<file path="src/rtl/adc_seq_pkg.sv">
package adc_seq_pkg;
  typedef enum logic [1:0] {
    ST_CONVERT = 2'd0,
    ST_WAIT    = 2'd1,
    ST_XFER    = 2'd2
  } seq_state_t;

  localparam int CFG_BITS = 4;
endpackage

</file>
<file path="src/rtl/adc_seq_rst_sync.sv">
module adc_seq_rst_sync (
  input  logic clk,
  input  logic rst_n,
  output logic rst_sn
);
  logic [1:0] stage_q;

  always_ff @(posedge clk or negedge rst_n) begin
    if (!rst_n) stage_q <= 2'b00;
    else        stage_q <= {stage_q[0], 1'b1};
  end

  assign rst_sn = stage_q[1];
endmodule

</file>
<file path="src/rtl/adc_seq_sync.sv">
module adc_seq_sync #(
  parameter int             W       = 3,
  parameter int             STAGES  = 2,
  parameter logic [W-1:0]   RST_VAL = '0
) (
  input  logic         clk,
  input  logic         rst_n,
  input  logic [W-1:0] async_i,
  output logic [W-1:0] sync_o
);
  logic [STAGES-1:0][W-1:0] pipe_q;

  always_ff @(posedge clk or negedge rst_n) begin
    if (!rst_n) begin
      for (int s = 0; s < STAGES; s++) pipe_q[s] <= RST_VAL;
    end else begin
      pipe_q[0] <= async_i;
      for (int s = 1; s < STAGES; s++) pipe_q[s] <= pipe_q[s-1];
    end
  end

  assign sync_o = pipe_q[STAGES-1];
endmodule

</file>
<file path="src/rtl/adc_seq_conv_timer.sv">
module adc_seq_conv_timer #(
  parameter int CONV_CYCLES = 2000
) (
  input  logic clk,
  input  logic rst_n,
  input  logic run,
  input  logic slow,
  output logic done
);
  localparam int LIM_W = $clog2(2*CONV_CYCLES + 1);

  logic [LIM_W-1:0] cnt_q, cnt_d, lim;

  assign lim  = slow ? LIM_W'(2*CONV_CYCLES) : LIM_W'(CONV_CYCLES);
  assign done = run && (cnt_q == lim - 1'b1);

  always_comb begin
    cnt_d = run ? cnt_q + 1'b1 : '0;
  end

  always_ff @(posedge clk or negedge rst_n) begin
    if (!rst_n) cnt_q <= '0;
    else        cnt_q <= cnt_d;
  end
endmodule

</file>
<file path="src/rtl/adc_seq_ref_timer.sv">
module adc_seq_ref_timer #(
  parameter int WAKE_CYCLES = 1500
) (
  input  logic clk,
  input  logic rst_n,
  input  logic ref_on,
  output logic ready
);
  localparam int WAKE_W = $clog2(WAKE_CYCLES + 1);
  localparam logic [WAKE_W-1:0] WAKE_LAST = WAKE_W'(WAKE_CYCLES);

  logic [WAKE_W-1:0] cnt_q, cnt_d;
  logic              cnt_en;

  assign cnt_en = !ref_on || (cnt_q != WAKE_LAST);

  always_comb begin
    cnt_d = ref_on ? cnt_q + 1'b1 : '0;
  end

  always_ff @(posedge clk or negedge rst_n) begin
    if (!rst_n)      cnt_q <= '0;
    else if (cnt_en) cnt_q <= cnt_d;
  end

  assign ready = (cnt_q == WAKE_LAST);
endmodule

</file>
<file path="src/rtl/adc_serial_seq.sv">
module adc_serial_seq
  import adc_seq_pkg::*;
#(
  parameter int DATA_W          = 16,
  parameter int CONV_CYCLES     = 2000,
  parameter int REF_WAKE_CYCLES = 1500,
  parameter int SYNC_STAGES     = 2
) (
  input  logic              clk,
  input  logic              rst_n,
  input  logic              cs_n,
  input  logic              sck,
  input  logic              sdi,
  input  logic [DATA_W-1:0] result_i,
  output logic              sdo,
  output logic              sdo_en,
  output logic              conv_on,
  output logic              ref_on,
  output logic              ref_ready,
  output logic              rate_slow,
  output logic              data_invalid
);
  localparam int BIT_W = $clog2(DATA_W + 1);
  localparam int CFG_W = $clog2(CFG_BITS + 1);
  localparam logic [BIT_W-1:0] FALL_LAST = BIT_W'(DATA_W - 1);
  localparam logic [CFG_W-1:0] CFG_LAST  = CFG_W'(CFG_BITS - 1);
  localparam logic [CFG_W-1:0] CFG_DONE  = CFG_W'(CFG_BITS);

  logic rst_s;
  logic cs_s, sck_s, sdi_s, sck_d;
  logic sck_rise, sck_fall;
  logic conv_done;

  seq_state_t              state_q, state_d;
  logic [BIT_W-1:0]        fall_q, fall_d;
  logic [CFG_W-1:0]        rise_q, rise_d;
  logic [CFG_BITS-2:0]     cfg_sh_q, cfg_sh_d;
  logic                    spd_q, spd_d, slp_q, slp_d, cfg_en;
  logic [DATA_W-1:0]       hold_q, shifted;
  logic                    hold_en;
  logic                    ref_on_q, ref_on_d;
  logic                    seen_q, seen_d, inval_q, inval_d;

  adc_seq_rst_sync u_rst (.clk(clk), .rst_n(rst_n), .rst_sn(rst_s));

  adc_seq_sync #(.W(3), .STAGES(SYNC_STAGES), .RST_VAL(3'b100)) u_sync (
    .clk(clk), .rst_n(rst_s),
    .async_i({cs_n, sck, sdi}),
    .sync_o({cs_s, sck_s, sdi_s})
  );

  adc_seq_conv_timer #(.CONV_CYCLES(CONV_CYCLES)) u_conv (
    .clk(clk), .rst_n(rst_s), .run(state_q == ST_CONVERT),
    .slow(spd_q), .done(conv_done)
  );

  adc_seq_ref_timer #(.WAKE_CYCLES(REF_WAKE_CYCLES)) u_ref (
    .clk(clk), .rst_n(rst_s), .ref_on(ref_on_q), .ready(ref_ready)
  );

  assign sck_rise = sck_s & ~sck_d;
  assign sck_fall = ~sck_s & sck_d;

  // Next-state logic
  always_comb begin
    state_d  = state_q;
    fall_d   = fall_q;
    rise_d   = rise_q;
    cfg_sh_d = cfg_sh_q;
    spd_d    = spd_q;
    slp_d    = slp_q;
    cfg_en   = 1'b0;
    hold_en  = 1'b0;
    ref_on_d = ref_on_q;
    seen_d   = seen_q;
    inval_d  = inval_q;
    unique case (state_q)
      ST_CONVERT: begin
        if (conv_done) begin
          state_d = ST_WAIT;
          hold_en = 1'b1;
          seen_d  = 1'b1;
          if (seen_q) inval_d  = 1'b0;
          if (slp_q)  ref_on_d = 1'b0;
        end
      end
      ST_WAIT: begin
        if (!cs_s) begin
          state_d  = ST_XFER;
          ref_on_d = 1'b1;
          fall_d   = '0;
          rise_d   = '0;
        end
      end
      ST_XFER: begin
        if (cs_s) begin
          state_d = ST_CONVERT;
        end else begin
          if (sck_rise && rise_q != CFG_DONE) begin
            rise_d   = rise_q + 1'b1;
            cfg_sh_d = {cfg_sh_q[CFG_BITS-3:0], sdi_s};
            if (rise_q == CFG_LAST && cfg_sh_q[2] && !cfg_sh_q[1]) begin
              cfg_en = 1'b1;
              spd_d  = cfg_sh_q[0];
              slp_d  = sdi_s;
            end
          end
          if (sck_fall) begin
            if (fall_q == FALL_LAST) state_d = ST_CONVERT;
            else                     fall_d  = fall_q + 1'b1;
          end
        end
      end
      default: state_d = ST_CONVERT;
    endcase
  end

  // Registers
  always_ff @(posedge clk or negedge rst_s) begin
    if (!rst_s) begin
      state_q  <= ST_CONVERT;
      sck_d    <= 1'b0;
      fall_q   <= '0;
      rise_q   <= '0;
      cfg_sh_q <= '0;
      ref_on_q <= 1'b1;
      seen_q   <= 1'b0;
      inval_q  <= 1'b1;
    end else begin
      state_q  <= state_d;
      sck_d    <= sck_s;
      fall_q   <= fall_d;
      rise_q   <= rise_d;
      cfg_sh_q <= cfg_sh_d;
      ref_on_q <= ref_on_d;
      seen_q   <= seen_d;
      inval_q  <= inval_d;
    end
  end

  always_ff @(posedge clk or negedge rst_s) begin
    if (!rst_s) begin
      spd_q <= 1'b0;
      slp_q <= 1'b0;
    end else if (cfg_en) begin
      spd_q <= spd_d;
      slp_q <= slp_d;
    end
  end

  always_ff @(posedge clk or negedge rst_s) begin
    if (!rst_s)       hold_q <= '0;
    else if (hold_en) hold_q <= result_i;
  end

  assign shifted      = hold_q << fall_q;
  assign sdo          = (state_q == ST_XFER) ? shifted[DATA_W-1] : (state_q == ST_CONVERT);
  assign sdo_en       = ~cs_s;
  assign conv_on      = (state_q == ST_CONVERT);
  assign ref_on       = ref_on_q;
  assign rate_slow    = spd_q;
  assign data_invalid = inval_q;
endmodule

</file>
<file path="config.mk">
export PLATFORM = sky130hd
export DESIGN_NAME = adc_serial_seq
export DESIGN_NICKNAME = d
export VERILOG_FILES = /design/src/rtl/adc_seq_pkg.sv /design/src/rtl/adc_seq_rst_sync.sv /design/src/rtl/adc_seq_sync.sv /design/src/rtl/adc_seq_conv_timer.sv /design/src/rtl/adc_seq_ref_timer.sv /design/src/rtl/adc_serial_seq.sv
export SDC_FILE = /design/constraint.sdc
export NUM_CORES = 1
export LEC_CHECK = 0
export CAP_MARGIN = 20
export CORE_UTILIZATION = 40
export DETAILED_ROUTE_END_ITERATION = 7
export SKIP_CTS_REPAIR_TIMING = 1
export SLEW_MARGIN = 20
export SYNTH_ARGS = -nofsm -noshare
export SYNTH_HDL_FRONTEND = slang
export SYNTH_HIERARCHICAL = 1
export SYNTH_SLANG_ARGS = --single-unit
</file>
<file path="constraint.sdc">
create_clock -name clk -period 4.05 [get_ports clk]
set_input_delay 0.81 -clock clk [delete_from_list [all_inputs] [get_ports clk]]
set_output_delay 0.81 -clock clk [all_outputs]
set_load 0.02 [all_outputs]
</file>
==> flow_summary.json <==
{
  "crit_type": "reg2out",
  "gp_congestion": 0.780,
  "yosys.area.top_type": "dfrtp_1",
  "antenna_found_initial": 0,
  "place_area_sq_mm": 0.00348,
  "die_h_um": 90.4,
  "drtPass1Iterations": 4,
  "grt_pass1_vias": 2120,
  "setup_viol": 0,
  "htree_levels": 3,
  "maxSlewViolCount": 0,
  "overflow": 0,
  "final-hold-violation-count": 0,
  "synth_edf_count": 0,
  "r2r_cells": 7,
  "finalCritPeriodShare_pct": 79.0,
  "yosysWarnings": 6,
  "synthArstFlopShare_pct": 100,
  "cp-start-kind": "register",
  "diodes": 0,
  "critPathRequiredTime_ps": 3240,
  "max_cap_viol_count": 0,
  "fin_area_sq_mm": 0.00370,
  "irDropWorstVdd_mv": 0.211,
  "syn_area_sq_mm": 0.00312,
  "ys_seq_elements": 66,
  "total_power_mw": 1.33,
  "synth_ff_type": "dfrtp_1",
  "post_drt_via_cell_ratio": 5.19,
  "r2r_start": "state_q[0]",
  "hpwl_um": 3810,
  "dieArea_sq_mm": 0.00817,
  "period_needed_ps": 3200,
  "syn_nets": 303,
  "port_buffers": 27,
  "r2r-end": "hold_q[4]",
  "arrival_ps": 2390,
  "slew_headroom_pct": 46.1,
  "hp-class": "reg2reg",
  "cts_made_buffers": 9,
  "grt_start_max_net_pins": 39,
  "yosys-top-cells-area": "dfrtp_1 (50%), mux2_2 (6.8%), dfstp_2 (3.4%)",
  "die_w_um": 90.4,
  "ys_types": 53,
  "fp-row-count": 31,
  "grt_usage_pct": 15.5,
  "worstMarginPinSlew_ps": 809,
  "cts_sinks": 66,
  "cts_tree": "yes",
  "ys_seq_area_share_pct": 53.0,
  "crit_path_end": "sdo",
  "synth_top_area_share_pct": 49.7,
  "p_leak_nw": 1.58,
  "nets": 332,
  "synthCells": 274,
  "route.detailed.drc": 0,
  "routed_wl_um": 5520,
  "rsz0062_at_grt": "no",
  "cts.path.max_buffers": 2,
  "wl_per_cell_um": 13.6,
  "fin_skew_ps": 10.1,
  "clk_pin_slew_ps": 70,
  "powerDensity_mw_per_mm2": 360,
  "num_vias": 2114,
  "grt_pass1_wl_um": 9980,
  "fp.coreArea_sq_mm": 0.00741,
  "drive_gt1_share_pct": 19.5,
  "syn_to_final_growth_pct": 18.6,
  "clk_latency_ps": 340,
  "critPathLaunch": "fall_q[0]",
  "r2r_slack_ps": 1320,
  "crit_path_end_kind": "output port",
  "ant_nets": 0,
  "status": "finished clean",
  "cts_root_buf": "clkbuf_8",
  "cp_max_fo": 9,
  "pin_count": 28,
  "avgSynthCellArea_sq_um": 11.4,
  "first_iter_violations": 91,
  "fmax_ghz": 0.313,
  "fin_tns_setup_ps": 0,
  "start_util_pct": 42.2
}
[placed cells by master (no fill, tap or decap), types with 2 or more instances in the layout]
master / count
dfstp_2: 4
bufinv_16: 2
o31ai_1: 5
clkinvlp_4: 2
mux4_2: 3
clkdlybuf4s50_1: 27
nand3_1: 15
nand4b_1: 3
nor2_1: 15
or4_1: 6
and3_1: 3
o21ai_0: 14
buf_4: 2
a21oi_1: 13
nand2_1: 19
nand4_1: 3
nand4_2: 2
or3_1: 3
mux2_4: 2
mux2_2: 19
nand3b_1: 2
inv_1: 16
nor4_1: 2
dfrtp_1: 61
mux2i_1: 9
nand2b_1: 4
ha_1: 8
clkbuf_8: 10
xor2_1: 2
xnor2_1: 2
a21boi_0: 2
[cell families (layout without fill, tap and decap cells)]
family	after synthesis	in the layout	synth area share, %
AOI/OAI and AO/OA	43	43	8.49
xor gates and xnor gates	4	4	1.12
adders and majority gates	8	8	3.20
buffers and inverters	27	61	3.88
DFF	66	66	53.0
muxes	33	33	12.9
other	1	1	0.120
and+or+nand+nor	92	92	17.3
[sequential cells by signal (all words and copies together), names as in the netlist]
register       count
hold_q            16
u_sync/sync_o      3
slp_q              1
rise_q             3
rate_slow          1
data_invalid       1
state_q            2
sck_d              1
ref_on             1
fall_q             5
cfg_sh_q           3
seen_q             1
u_ref/cnt_q       11
u_conv/cnt_q      12
u_sync/pipe_q      3
u_rst/stage_q      2
[worst min-delay path by stage]
stage / end / slack, ps / depth (start not counted) / start
2_1_floorplan: u_rst/stage_q[1] / 330 / 0 / u_rst/stage_q[0]
3_3_place_gp: u_sync/sync_o[1] / 330 / 0 / u_sync/pipe_q[1]
3_5_place_dp: u_sync/sync_o[0] / 340 / 0 / u_sync/pipe_q[0]
4_1_cts: u_sync/sync_o[1] / 360 / 0 / u_sync/pipe_q[1]
5_1_grt: u_rst/stage_q[1] / 360 / 0 / u_rst/stage_q[0]
6_report: u_sync/sync_o[1] / 350 / 0 / u_sync/pipe_q[1]
[cell type report]
cell class / count / area [sq um]
multi-input cells: 181 / 1350
inverters: 16 / 60.1
clock buffers: 10 / 138
repair buffers: 29 / 285
fillers: 640 / 3700
clock inverters: 6 / 88.8
flip-flops and latches: 66 / 1660
well taps: 99 / 124
[layer usage]
metal  vias to the layer above  share of wire (%)  routed length, um  track usage (%)
li1                       1040                  -                  -                -
met1                      1034                 49               2700             19.9
met2                        32                 46               2520             24.0
met3                         8                3.9                218             5.30
met4                         0                1.5                 82             6.05
met5                         -                  0                  0                0
[metrics by stage]
stage                     util, %  hold slack [ps]  instances  setup WS (ps)
final                        50.0              352        407            852
after global routing         50.0              363        407            665
after CTS                    50.0              355        407            809
after detailed placement     47.0              336        391           1200
after floorplan                 -              331        274           1300
after global placement       47.0              334        391           1230
[report_power, final]
| group | internal [mW] | leakage (nW) | switching (mW) |
|---|---|---|---|
| combinational | 0.0198 | 0.593 | 0.0107 |
| clock | 0.364 | 0.109 | 0.263 |
| sequential | 0.664 | 0.881 | 0.00954 |
| total | 1.05 | 1.58 | 0.284 |
[critical path, cell delays in order (launching register included)]
cell	delay [ps]
dfrtp_1	580
mux4_2	540
o2111ai_1	190
o221ai_1	170
clkdlybuf4s50_1	570
[synth_stat cells, types with 5 or more instances]
master	count
dfrtp_1	62
mux2_2	19
nand2_1	19
inv_1	16
nand3_1	15
nor2_1	15
o21ai_0	14
a21oi_1	13
mux2i_1	9
ha_1	8
or4_1	6
o31ai_1	5
Power figures use the tool's default switching activity.
